==> config.mk <==
export PLATFORM = sky130hd
export DESIGN_NAME = posted_cas_sched
export DESIGN_NICKNAME = d
export VERILOG_FILES = /design/src/rtl/posted_cas_pkg.sv /design/src/rtl/pcs_cfg_regs.sv /design/src/rtl/pcs_post_line.sv /design/src/rtl/pcs_burst_sched.sv /design/src/rtl/posted_cas_sched.sv
export SDC_FILE = /design/constraint.sdc
export NUM_CORES = 1
export LEC_CHECK = 0
export CORE_ASPECT_RATIO = 1.1
export CORE_MARGIN = 10
export CORE_UTILIZATION = 35
export DETAILED_ROUTE_END_ITERATION = 8
export DONT_BUFFER_PORTS = 1
export HOLD_SLACK_MARGIN = 0.02
export PLACE_DENSITY = 0.61
export SLEW_MARGIN = 15
export SYNTH_ARGS = -nofsm -noshare
export SYNTH_HDL_FRONTEND = slang
export SYNTH_SLANG_ARGS = --single-unit
==> constraint.sdc <==
create_clock -name clk_i -period 4.08 [get_ports clk_i]
set_input_delay 0.816 -clock clk_i [delete_from_list [all_inputs] [get_ports clk_i]]
set_output_delay 0.816 -clock clk_i [all_outputs]
set_load 0.03 [all_outputs]
==> src/rtl/posted_cas_pkg.sv <==
package posted_cas_pkg;

    localparam int unsigned SET_W     = 3;
    localparam int unsigned AL_LIMIT  = 4;
    localparam logic [SET_W-1:0] CL_AT_RESET = 3'd3;

    typedef struct packed {
        logic [SET_W-1:0] al;
        logic [SET_W-1:0] cl;
        logic             err;
    } cfg_state_t;

endpackage

==> src/rtl/pcs_cfg_regs.sv <==
module pcs_cfg_regs
    import posted_cas_pkg::*;
#(
    parameter int unsigned EMRS_W = 13,
    parameter int unsigned AL_LSB = 3,
    parameter int unsigned CL_MIN = 2,
    parameter int unsigned CL_MAX = 6
) (
    input  logic             clk_i,
    input  logic             rst_ni,
    input  logic             emrs_vld_i,
    input  logic [EMRS_W-1:0] emrs_val_i,
    input  logic             mrs_vld_i,
    input  logic [SET_W-1:0] cl_i,
    output logic [SET_W-1:0] al_o,
    output logic [SET_W-1:0] cl_o,
    output logic             err_o
);

    cfg_state_t s_d, s_q;
    logic [SET_W-1:0] al_field;

    assign al_field = emrs_val_i[AL_LSB +: SET_W];

    always_comb begin
        s_d     = s_q;
        s_d.err = 1'b0;
        if (emrs_vld_i) begin
            if (al_field <= SET_W'(AL_LIMIT)) begin
                s_d.al = al_field;
            end else begin
                s_d.err = 1'b1;
            end
        end
        if (mrs_vld_i) begin
            if ((cl_i >= SET_W'(CL_MIN)) && (cl_i <= SET_W'(CL_MAX))) begin
                s_d.cl = cl_i;
            end else begin
                s_d.err = 1'b1;
            end
        end
    end

    always_ff @(posedge clk_i) begin
        if (!rst_ni) begin
            s_q.al  <= '0;
            s_q.cl  <= CL_AT_RESET;
            s_q.err <= 1'b0;
        end else begin
            s_q <= s_d;
        end
    end

    assign al_o  = s_q.al;
    assign cl_o  = s_q.cl;
    assign err_o = s_q.err;

endmodule

==> src/rtl/pcs_post_line.sv <==
module pcs_post_line
    import posted_cas_pkg::*;
#(
    parameter int unsigned AL_MAX = 4
) (
    input  logic             clk_i,
    input  logic             rst_ni,
    input  logic             cmd_vld_i,
    input  logic             cmd_wr_i,
    input  logic [SET_W-1:0] al_i,
    output logic             fire_o,
    output logic             clash_o,
    output logic             exec_rd_o,
    output logic             exec_wr_o
);

    localparam int unsigned DEPTH = (AL_MAX < 1) ? 1 : AL_MAX;

    typedef struct packed {
        logic [DEPTH-1:0] pend;
        logic             rd;
        logic             wr;
    } line_t;

    line_t s_d, s_q;
    logic [DEPTH-1:0] shifted;
    logic             new_rd;
    logic             fire;
    logic             clash;

    assign new_rd = cmd_vld_i & ~cmd_wr_i;

    always_comb begin
        shifted = s_q.pend >> 1;
        fire    = s_q.pend[0];
        clash   = 1'b0;
        if (new_rd) begin
            if (al_i == '0) begin
                if (s_q.pend[0]) begin
                    clash = 1'b1;
                end else begin
                    fire = 1'b1;
                end
            end else begin
                for (int i = 0; i < int'(DEPTH); i++) begin
                    if (i == int'(al_i) - 1) begin
                        if (shifted[i]) begin
                            clash = 1'b1;
                        end else begin
                            shifted[i] = 1'b1;
                        end
                    end
                end
            end
        end
        s_d.pend = shifted;
        s_d.rd   = fire;
        s_d.wr   = cmd_vld_i & cmd_wr_i;
    end

    always_ff @(posedge clk_i) begin
        if (!rst_ni) begin
            s_q <= '0;
        end else begin
            s_q <= s_d;
        end
    end

    assign fire_o    = fire;
    assign clash_o   = clash;
    assign exec_rd_o = s_q.rd;
    assign exec_wr_o = s_q.wr;

endmodule

==> src/rtl/pcs_burst_sched.sv <==
module pcs_burst_sched
    import posted_cas_pkg::*;
#(
    parameter int unsigned CL_MAX = 6,
    parameter int unsigned BURST  = 4,
    localparam int unsigned BEAT_W = (BURST > 1) ? $clog2(BURST) : 1
) (
    input  logic              clk_i,
    input  logic              rst_ni,
    input  logic              fire_i,
    input  logic              clash_i,
    input  logic [SET_W-1:0]  cl_i,
    output logic              rd_vld_o,
    output logic [BEAT_W-1:0] beat_o,
    output logic              collide_o
);

    localparam int unsigned SPAN = CL_MAX + BURST - 1;

    typedef struct packed {
        logic [SPAN-1:0]             occ;
        logic [SPAN-1:0][BEAT_W-1:0] bt;
        logic                        vld;
        logic [BEAT_W-1:0]           beat;
        logic                        col;
    } win_t;

    win_t s_d, s_q;
    logic [SPAN-1:0]             occ_sh;
    logic [SPAN-1:0][BEAT_W-1:0] bt_sh;
    logic [SPAN-1:0]             ins;
    logic                        hit;

    always_comb begin
        occ_sh = s_q.occ >> 1;
        for (int i = 0; i < int'(SPAN); i++) begin
            bt_sh[i] = (i + 1 < int'(SPAN)) ? s_q.bt[i+1] : '0;
        end
        ins = '0;
        for (int i = 0; i < int'(SPAN); i++) begin
            if ((i >= int'(cl_i) - 1) && (i < int'(cl_i) - 1 + int'(BURST))) begin
                ins[i] = 1'b1;
            end
        end
        hit = |(ins & occ_sh);

        s_d      = s_q;
        s_d.occ  = occ_sh;
        s_d.bt   = bt_sh;
        if (fire_i && !hit) begin
            for (int i = 0; i < int'(SPAN); i++) begin
                if (ins[i]) begin
                    s_d.occ[i] = 1'b1;
                    s_d.bt[i]  = BEAT_W'(i - (int'(cl_i) - 1));
                end
            end
        end
        s_d.vld  = s_q.occ[0];
        s_d.beat = s_q.occ[0] ? s_q.bt[0] : '0;
        s_d.col  = clash_i | (fire_i & hit);
    end

    always_ff @(posedge clk_i) begin
        if (!rst_ni) begin
            s_q <= '0;
        end else begin
            s_q <= s_d;
        end
    end

    assign rd_vld_o  = s_q.vld;
    assign beat_o    = s_q.beat;
    assign collide_o = s_q.col;

endmodule

==> src/rtl/posted_cas_sched.sv <==
module posted_cas_sched
    import posted_cas_pkg::*;
#(
    parameter int unsigned EMRS_W = 13,
    parameter int unsigned AL_LSB = 3,
    parameter int unsigned CL_MIN = 2,
    parameter int unsigned CL_MAX = 6,
    parameter int unsigned BURST  = 4
) (
    input  logic                     clk_i,
    input  logic                     rst_ni,
    input  logic                     cmd_vld_i,
    input  logic                     cmd_wr_i,
    input  logic                     emrs_vld_i,
    input  logic [EMRS_W-1:0]        emrs_val_i,
    input  logic                     mrs_vld_i,
    input  logic [2:0]               cl_i,
    output logic                     exec_rd_o,
    output logic                     exec_wr_o,
    output logic                     rd_vld_o,
    output logic [$clog2(BURST)-1:0] rd_beat_o,
    output logic                     collide_o,
    output logic                     cfg_err_o
);

    logic [SET_W-1:0] al_w;
    logic [SET_W-1:0] cl_w;
    logic             fire_w;
    logic             clash_w;

    pcs_cfg_regs #(
        .EMRS_W (EMRS_W),
        .AL_LSB (AL_LSB),
        .CL_MIN (CL_MIN),
        .CL_MAX (CL_MAX)
    ) cfg_i (
        .clk_i      (clk_i),
        .rst_ni     (rst_ni),
        .emrs_vld_i (emrs_vld_i),
        .emrs_val_i (emrs_val_i),
        .mrs_vld_i  (mrs_vld_i),
        .cl_i       (cl_i),
        .al_o       (al_w),
        .cl_o       (cl_w),
        .err_o      (cfg_err_o)
    );

    pcs_post_line #(
        .AL_MAX (AL_LIMIT)
    ) post_i (
        .clk_i     (clk_i),
        .rst_ni    (rst_ni),
        .cmd_vld_i (cmd_vld_i),
        .cmd_wr_i  (cmd_wr_i),
        .al_i      (al_w),
        .fire_o    (fire_w),
        .clash_o   (clash_w),
        .exec_rd_o (exec_rd_o),
        .exec_wr_o (exec_wr_o)
    );

    pcs_burst_sched #(
        .CL_MAX (CL_MAX),
        .BURST  (BURST)
    ) win_i (
        .clk_i     (clk_i),
        .rst_ni    (rst_ni),
        .fire_i    (fire_w),
        .clash_i   (clash_w),
        .cl_i      (cl_w),
        .rd_vld_o  (rd_vld_o),
        .beat_o    (rd_beat_o),
        .collide_o (collide_o)
    );

endmodule

==> key figures, run 1 <==
Status
  – Outcome: complete, no violations

STA
  – Maximum achievable frequency: 0.305 GHz
  – Minimum clock period after layout: 3.27 ns
  – Setup repair after global routing missed its margin: no
  – Pin slew with the least headroom to its limit: 0.491 ns
  – Final setup violation count: 0
  – Tcrit/Tclk final: 80.2%
  – Total negative slack: 0 ns
  – Final-report hold violation count: 0
  – Slew Limit Fails: 0
  – Final worst clock skew: 0.00710 ns
  – Slew Limit Headroom: 67.3%

Floorplan
  – Floorplan core area: 6190 µm²
  – Starting density of the core: 36.2%
  – Chip Width: 96.3 µm
  – Die Outline Area: 10000 µm²
  – Die Y: 104 µm
  – Std-Cell Rows: 30
  – Count of boundary I/O pins: 29

Layout
  – Share of the core filled with cells in the final layout: 39.0%
  – Number of standard cells in the layout, taps in and fillers out: 336
  – Seq. cell area: 881 µm²
  – Most common cell after layout, fill and taps aside: sky130_fd_sc_hd__nand2_1
  – Final layout net count: 287
  – Fill cell total of the finished layout: 634
  – Area taken by multi-input logic gates: 1240 µm²
  – Fraction of layout instances using a drive strength above 1: 12.1%
  – Growth of design area from synthesis to finish: 7.93%
  – Top library cells by usage in the layout, fill and taps aside: 45 x sky130_fd_sc_hd__nand2_1, 44 x sky130_fd_sc_hd__dfxtp_1, 17 x sky130_fd_sc_hd__mux2i_1, 14 x sky130_fd_sc_hd__a21oi_1, 12 x sky130_fd_sc_hd__inv_1
  – Diodes inserted: 0

Route
  – Total vias in the final route: 1738
  – DR vias/cell: 5.17
  – Detailed-route wire length: 4800 µm
  – Number of remaining DRC errors: 0
  – Wire length per cell after detailed routing: 14.3 µm
  – Violation count after the first detailed-routing iteration: 111
  – Initial DRT Pass Iterations: 4
  – Antenna-violating nets left: 0

Global routing
  – Number of global-route vias before repair: 1735
  – Combined global-route utilization of all metal layers: 10.3%
  – Largest net degree at the start of global routing: 39
  – Number of antenna violations at the first check in global routing: 0
  – Global-route wire length before repair: 8340 µm
  – Total grt overflow: 0

Synthesis
  – Post-Syn Nets: 287
  – Synthesized netlist cell count: 255
  – Average instance area after synthesis: 8.78 µm²
  – Most frequently used flop master after synthesis: sky130_fd_sc_hd__dfxtp_1
  – Flip-flop and latch count after synthesis: 44
  – Yosys warning total: 0
  – Number of enable-type register cells in the synthesized netlist: 0
  – Share of the yosys chip area belonging to registers: 39.3%
  – Synth async-reset ratio: 0%
  – Cell area after technology mapping: 2240 µm²
  – Number of distinct standard cells referenced by the synthesized netlist: 50

Clock network
  – Deepest level of the CTS H-tree: 2
  – CTS tree: yes
  – Worst-Skew Late Latency: 0.29 ns
  – Clock buffer count from CTS: 5
  – CTS resizes: 0
  – Hold-fix buffers, CTS: 0
  – Buffer count from post-CTS setup fixing: 0
  – Clock root buffer: sky130_fd_sc_hd__clkbuf_8
  – Bufs on Longest Clock Path: 2
  – Clk sink count: 44
  – Clock-pin slew reported for the worst setup and hold paths after clock tree synthesis: 0.08 ns

Power
  – Standby leakage power: 0.957 nW
  – Final total power: 0.000860 W
  – Power density relative to cell area: 356 nW/µm²
  – Peak supply drop: 0.000238 V

Critical path
  – Critical Setup Path Class: reg2reg
  – Setup crit end kind: register
  – CP Launch Type: register
  – Top fanout value on the critical path: 10
  – Arrival time worst endpoint: 3.46 ns
  – Required @ worst endpoint: 4.26 ns

Worst hold path
  – Class of the worst hold path: reg2reg

Place
  – Weighted congestion at the end of routability-driven global placement: 0.878
  – Total placed cells including tap cells: 328
  – # port buffers: 0
  – Detail Placement HPWL: 3510 µm

Job
  – Max-capacitance violation count: 0
## Yosys cell counts, drive strengths merged (2+ instances only)
cell type	number	area share (%)
nor3	9	3.4
o41ai	2	0.78
o211ai	3	1.0
buf	6	1.7
o21a	7	2.3
a211oi	3	1.0
o21ai	10	2.2
nand3	5	1.1
a22o	4	1.6
clkbuf	8	1.3
a31oi	3	0.84
a21oi	14	3.1
or3	2	0.78
ha	10	5.6
nor4	2	1.1
nor2	10	1.8
and2	2	0.56
and3	7	2.0
nand2b	3	0.84
mux2i	17	7.6
dfxtp	44	39
nor2b	6	1.7
inv	13	2.4
nand2	45	7.5
## logic make-up (layout without fill, tap and decap cells)
family	Yosys count	count (layout)	share of synthesized area [%]
AOI/OAI and AO/OA	59	59	18.6
adders and majority gates	10	10	5.59
DFF	44	44	39.3
muxes	18	18	8.10
and+or+nand+nor	95	95	22.2
buffers and inverters	27	28	5.42
xor gates and xnor gates	2	2	0.782
## layer usage
metal	vias to the layer above	part of all wire [%]	wire [µm]	track usage, %
li1	895	-	-	-
met1	814	45	2180	12.9
met2	27	48	2310	15.7
met3	2	5.7	272	3.54
met4	0	0.75	36	4.01
met5	-	0	0	0
## per-stage QoR
step | area, µm² | setup slack [ns] | hold slack [ns]
detailed placement | 2320 | 0.812 | 0.436
finish | 2420 | 0.806 | 0.439
CTS | 2420 | 0.806 | 0.444
global route | 2420 | 0.481 | 0.468
global placement | 2320 | 0.833 | 0.428
floorplan | 2240 | 1.04 | 0.420
## state kept, by name (all words and copies together) (netlist names)
| signal | cells |
|---|---|
| post_i.exec_rd_o | 1 |
| win_i.rd_vld_o | 1 |
| win_i.s_d | 1 |
| win_i.collide_o | 1 |
| win_i.s_q | 2 |
| cfg_i.cl_o | 3 |
| win_i.bt_sh | 16 |
| win_i.beat_o | 2 |
| post_i.s_q | 4 |
| post_i.exec_wr_o | 1 |
| cfg_i.err_o | 1 |
| win_i.occ_sh | 8 |
| cfg_i.al_o | 3 |
## final cells by class
class                      instances  share of cell area [%]
multi-input combinational        184                    51.2
sequential                        44                    36.4
tap                               80                    4.14
clock buffer                       6                    3.42
inverter                          13                    2.23
timing repair buffer               7                    2.17
clock inverter                     2                   0.414
## worst max-delay path: stages (launching register included)
cell	delay (ns)
sky130_fd_sc_hd__dfxtp_1	0.41
sky130_fd_sc_hd__inv_1	0.12
sky130_fd_sc_hd__ha_1	0.22
sky130_fd_sc_hd__xnor2_1	0.40
sky130_fd_sc_hd__inv_1	0.16
sky130_fd_sc_hd__ha_1	0.24
sky130_fd_sc_hd__buf_4	0.15
sky130_fd_sc_hd__a21oi_1	0.12
sky130_fd_sc_hd__o211ai_1	0.12
sky130_fd_sc_hd__a32oi_1	0.32
sky130_fd_sc_hd__nand3_1	0.16
sky130_fd_sc_hd__buf_4	0.21
sky130_fd_sc_hd__or3_4	0.42
sky130_fd_sc_hd__mux2i_1	0.13
## where the power goes
group	switching (W)	total (W)	leakage, nW	internal, W
clock	0.000142	0.000277	0.0510	0.000135
combinational	0.0000717	0.000123	0.549	0.0000512
sequential	0.0000148	0.000461	0.357	0.000446
total	0.000228	0.000860	0.957	0.000632
## worst paths after layout
kind / start / end / slack [ns] / cells past startpoint
setup reg to reg: cfg_i.cl_o[1]$_SDFFE_PN1P_ / win_i.bt_sh[4]$_SDFF_PN0_ / 0.81 / 13
hold / removal: win_i.bt_sh[14]$_SDFF_PN0_ / win_i.bt_sh[12]$_SDFF_PN0_ / 0.44 / 2
hold reg to reg: win_i.bt_sh[14]$_SDFF_PN0_ / win_i.bt_sh[12]$_SDFF_PN0_ / 0.44 / 2
setup / recovery: cfg_i.cl_o[1]$_SDFFE_PN1P_ / win_i.bt_sh[4]$_SDFF_PN0_ / 0.81 / 13
(Power assumes the default switching activity.)
==> run 2, diff against run 1 <==
--- a/config.mk
+++ b/config.mk
@@ -11,7 +11,7 @@
 export DETAILED_ROUTE_END_ITERATION = 8
 export DONT_BUFFER_PORTS = 1
 export HOLD_SLACK_MARGIN = 0.02
-export PLACE_DENSITY = 0.61
+export PLACE_DENSITY = 0.63
 export SLEW_MARGIN = 15
 export SYNTH_ARGS = -nofsm -noshare
 export SYNTH_HDL_FRONTEND = slang
==> constraint.sdc (replaced) <==
create_clock -name clk_i -period 2.64 [get_ports clk_i]
set_input_delay 0.528 -clock clk_i [delete_from_list [all_inputs] [get_ports clk_i]]
set_output_delay 0.528 -clock clk_i [all_outputs]
set_load 0.03 [all_outputs]
==> run 2 against run 1 <==
Effect of this change: fmax up 28%; core utilization rose by 8.3 points; clock skew shrank 0.0018 ns; routed wire length rose by 15%; design area grew 21%; combinational power is 130% higher; die area unchanged; largest power group unchanged; register-to-register slack got worse by 0.73 ns; first-iteration DRC count down 6.3%; cell count increased by 8.9%; sequential power rose by 55%.
==> key figures, run 2 (synthesis gave the netlist of run 1 again) <==
Route
  – Number of remaining DRC errors: 0 (unchanged)
  – Wire length per cell after detailed routing: 15.1 µm (was 14.3 µm)
  – Initial DRT Pass Iterations: 4 (unchanged)
  – Violation count after the first detailed-routing iteration: 104 (was 111)
  – Total vias in the final route: 1931 (was 1738)
  – DR vias/cell: 5.28 (was 5.17)
  – Antenna-violating nets left: 0 (unchanged)
  – Detailed-route wire length: 5530 µm (was 4800 µm)

Worst hold path
  – Number of cells on the worst hold path: 1 (was 2)
  – Hold path endpoint: cfg_i.cl_o[1]$_SDFFE_PN1P_ (was win_i.bt_sh[12]$_SDFF_PN0_)
  – Class of the worst hold path: in2reg (was reg2reg)
  – Critical hold path startpoint: rst_ni (was win_i.bt_sh[14]$_SDFF_PN0_)

Critical path
  – Critical Setup Path Class: reg2reg (unchanged)
  – Crit path cell chain: inv_2 > ha_4 > xnor2_4 > buf_4 > ha_4 > o311a_1 > a2111oi_4 > a32oi_2 > nand3_1 > buf_6 > buf_12 > nor4_4 > mux2i_1 (was inv_1 > ha_1 > xnor2_1 > inv_1 > ha_1 > buf_4 > a21oi_1 > o211ai_1 > a32oi_1 > nand3_1 > buf_4 > or3_4 > mux2i_1)
  – Arrival time worst endpoint: 2.79 ns (was 3.46 ns)
  – End of the worst register-to-register path: win_i.bt_sh[11]$_SDFF_PN0_ (was win_i.bt_sh[4]$_SDFF_PN0_)
  – Startpoint of the most critical register-to-register path: cfg_i.cl_o[0]$_SDFFE_PN1P_ (was cfg_i.cl_o[1]$_SDFFE_PN1P_)
  – Worst path max stage delay: 0.36 ns (was 0.42 ns)
  – Number of cells on the worst reg-to-reg path: 13 (unchanged)
  – Flop-to-flop setup slack: 0.08 ns (was 0.81 ns)
  – Top fanout value on the critical path: 8 (was 10)
  – Required @ worst endpoint: 2.87 ns (was 4.26 ns)
  – Slowest cell on the critical path: sky130_fd_sc_hd__dfxtp_2 (was sky130_fd_sc_hd__or3_4)
  – Setup crit end kind: register (unchanged)
  – CP Launch Type: register (unchanged)
  – Most prevalent standard cell on the critical path: sky130_fd_sc_hd__ha_4

Place
  – Weighted congestion at the end of routability-driven global placement: 0.819 (was 0.878)
  – # port buffers: 0 (unchanged)
  – Detail Placement HPWL: 3920 µm (was 3510 µm)
  – Worst slack at placement: -0.0936 ns (was 0.812 ns)
  – Total placed cells including tap cells: 346 (was 328)

Floorplan
  – Std-Cell Rows: 30 (unchanged)
  – Floorplan core area: 6190 µm² (unchanged)
  – Die Y: 104 µm (unchanged)
  – Chip Width: 96.3 µm (unchanged)
  – Starting density of the core: 36.2% (unchanged)
  – Die Outline Area: 10000 µm² (unchanged)
  – Count of boundary I/O pins: 29 (unchanged)

STA
  – Setup repair after global routing missed its margin: yes (was no)
  – Slew Limit Fails: 0 (unchanged)
  – Pin slew with the least headroom to its limit: 0.443 ns (was 0.491 ns)
  – Final setup margin: 0.0790 ns (was 0.806 ns)
  – Maximum achievable frequency: 0.390 GHz (was 0.305 GHz)
  – Minimum clock period after layout: 2.56 ns (was 3.27 ns)
  – Final setup violation count: 0 (unchanged)
  – Tcrit/Tclk final: 97.0% (was 80.2%)
  – Total negative slack: 0 ns (unchanged)
  – Worst-case hold slack: 0.299 ns (was 0.439 ns)
  – Final-report hold violation count: 0 (unchanged)
  – Slew Limit Headroom: 70.2% (was 67.3%)
  – Final worst clock skew: 0.00532 ns (was 0.00710 ns)

Global routing
  – Largest net degree at the start of global routing: 39 (unchanged)
  – Combined global-route utilization of all metal layers: 10.9% (was 10.3%)
  – Met3 track demand over resource in global routing: 3.97% (was 3.54%)
  – Busiest layer in global routing: met2 (unchanged)
  – Total grt overflow: 0 (unchanged)
  – Number of global-route vias before repair: 1834 (was 1735)
  – Number of antenna violations at the first check in global routing: 0 (unchanged)
  – Met1 layer usage reported by global route: 13.6% (was 12.9%)
  – GR met2 Demand/Resource: 17.0% (was 15.7%)
  – Global-route wire length before repair: 8700 µm (was 8340 µm)

Layout
  – Growth of design area from synthesis to finish: 30.9% (was 7.93%)
  – Top library cells by usage in the layout, fill and taps aside: 45 x sky130_fd_sc_hd__nand2_1, 42 x sky130_fd_sc_hd__dfxtp_1, 34 x sky130_fd_sc_hd__buf_4, 17 x sky130_fd_sc_hd__mux2i_1, 10 x sky130_fd_sc_hd__a21oi_1 (was 45 x sky130_fd_sc_hd__nand2_1, 44 x sky130_fd_sc_hd__dfxtp_1, 17 x sky130_fd_sc_hd__mux2i_1, 14 x sky130_fd_sc_hd__a21oi_1, 12 x sky130_fd_sc_hd__inv_1)
  – Number of standard cells in the layout, taps in and fillers out: 366 (was 336)
  – Most common cell after layout, fill and taps aside: sky130_fd_sc_hd__nand2_1 (unchanged)
  – Diodes inserted: 0 (unchanged)
  – Number of flip-flops under the largest register name: 16 (unchanged)
  – Share of the core filled with cells in the final layout: 47.4% (was 39.0%)
  – Fraction of layout instances using a drive strength above 1: 30.4% (was 12.1%)
  – Final layout net count: 317 (was 287)

Clock network
  – CTS tree: yes (unchanged)
  – Clock root buffer: sky130_fd_sc_hd__clkbuf_8 (unchanged)
  – Clock buffer count from CTS: 5 (unchanged)
  – Worst-Skew Late Latency: 0.29 ns (about the same)
  – Hold-fix buffers, CTS: 0 (unchanged)
  – Clock-pin slew reported for the worst setup and hold paths after clock tree synthesis: 0.08 ns (about the same)
  – Bufs on Longest Clock Path: 2 (unchanged)
  – Deepest level of the CTS H-tree: 2 (unchanged)
  – Clk sink count: 44 (unchanged)

Power
  – Power density relative to cell area: 513 nW/µm² (was 356 nW/µm²)
  – Peak supply drop: 0.000296 V (was 0.000238 V)
  – Standby leakage power: 1.13 nW (was 0.957 nW)

Job
  – Max-capacitance violation count: 0 (unchanged)

Status
  – Outcome: complete, no violations (unchanged)
## run 2: changes by cell type in the layout (fill, tap and decap cells not counted), moves of 3 or more
| cell | previous run | this run |
|---|---|---|
| sky130_fd_sc_hd__buf_4 | 7 | 34 |
| sky130_fd_sc_hd__ha_1 | 10 | 4 |
| sky130_fd_sc_hd__ha_4 | 0 | 5 |
| sky130_fd_sc_hd__nor3_2 | 6 | 1 |
| sky130_fd_sc_hd__nor3_4 | 0 | 5 |
| sky130_fd_sc_hd__a21oi_1 | 14 | 10 |
| sky130_fd_sc_hd__a21oi_2 | 0 | 3 |
| sky130_fd_sc_hd__inv_1 | 12 | 9 |
| sky130_fd_sc_hd__inv_2 | 0 | 3 |
## run 2: worst max-delay path by stage
stage | from | to
after floorplan | cfg_i.cl_o[2]$_SDFFE_PN0P_ | win_i.bt_sh[11]$_SDFF_PN0_
after global placement | cfg_i.cl_o[0]$_SDFFE_PN1P_ | win_i.bt_sh[10]$_SDFF_PN0_
after detailed placement | cfg_i.cl_o[0]$_SDFFE_PN1P_ | win_i.bt_sh[11]$_SDFF_PN0_
after CTS | cfg_i.cl_o[0]$_SDFFE_PN1P_ | win_i.bt_sh[11]$_SDFF_PN0_
after global routing | cfg_i.cl_o[0]$_SDFFE_PN1P_ | win_i.bt_sh[11]$_SDFF_PN0_
final | cfg_i.cl_o[0]$_SDFFE_PN1P_ | win_i.bt_sh[11]$_SDFF_PN0_
## run 2: per-stage QoR
stage / instance area (µm²) / total power (W)
finish: 2930 / 0.00151
global route: 2930 / 0.00158
CTS: 2720 / 0.00148
detailed placement: 2580 / 0.000975
global placement: 2580 / 0.000970
floorplan: 2360 / 0.000902
## run 2: metal layers
| metal | share of wire (%) | vias up |
|---|---|---|
| li1 | - | 955 |
| met1 | 42 | 909 |
| met2 | 50 | 59 |
| met3 | 6.8 | 8 |
| met4 | 1.0 | 0 |
| met5 | 0 | - |
## run 2: worst max-delay path: cells and delay by family, from the launching register on
kind	cells	cell delay (ns)
xor+xnor	1	0.16
fa+ha+maj	2	0.35
simple gates	2	0.40
mux	1	0.21
buf+inv	4	0.49
compound gates	3	0.52
flops	1	0.36
## run 2: area by class of cell
cell class	count	area [µm²]
flip-flops and latches	44	883
fillers	562	3260
multi-input cells	184	1490
clock inverters	2	35.0
well taps	80	100
clock buffers	6	72.6
repair buffers	37	302
inverters	13	53.8
## run 2: where the power goes
part | internal (W) | switching (W)
Sequential | 0.000690 | 0.0000235
Clock | 0.000281 | 0.000222
Combinational | 0.000137 | 0.000152
Total | 0.00111 | 0.000398
## run 2: timing repair
action / CTS / global route
endpoints found under the setup margin: 20 / 27
setup buffers: 1 / 11
resized for setup: 9 / 21
endpoints found under the hold margin: 0 / 0
pin swaps: 4 / 16
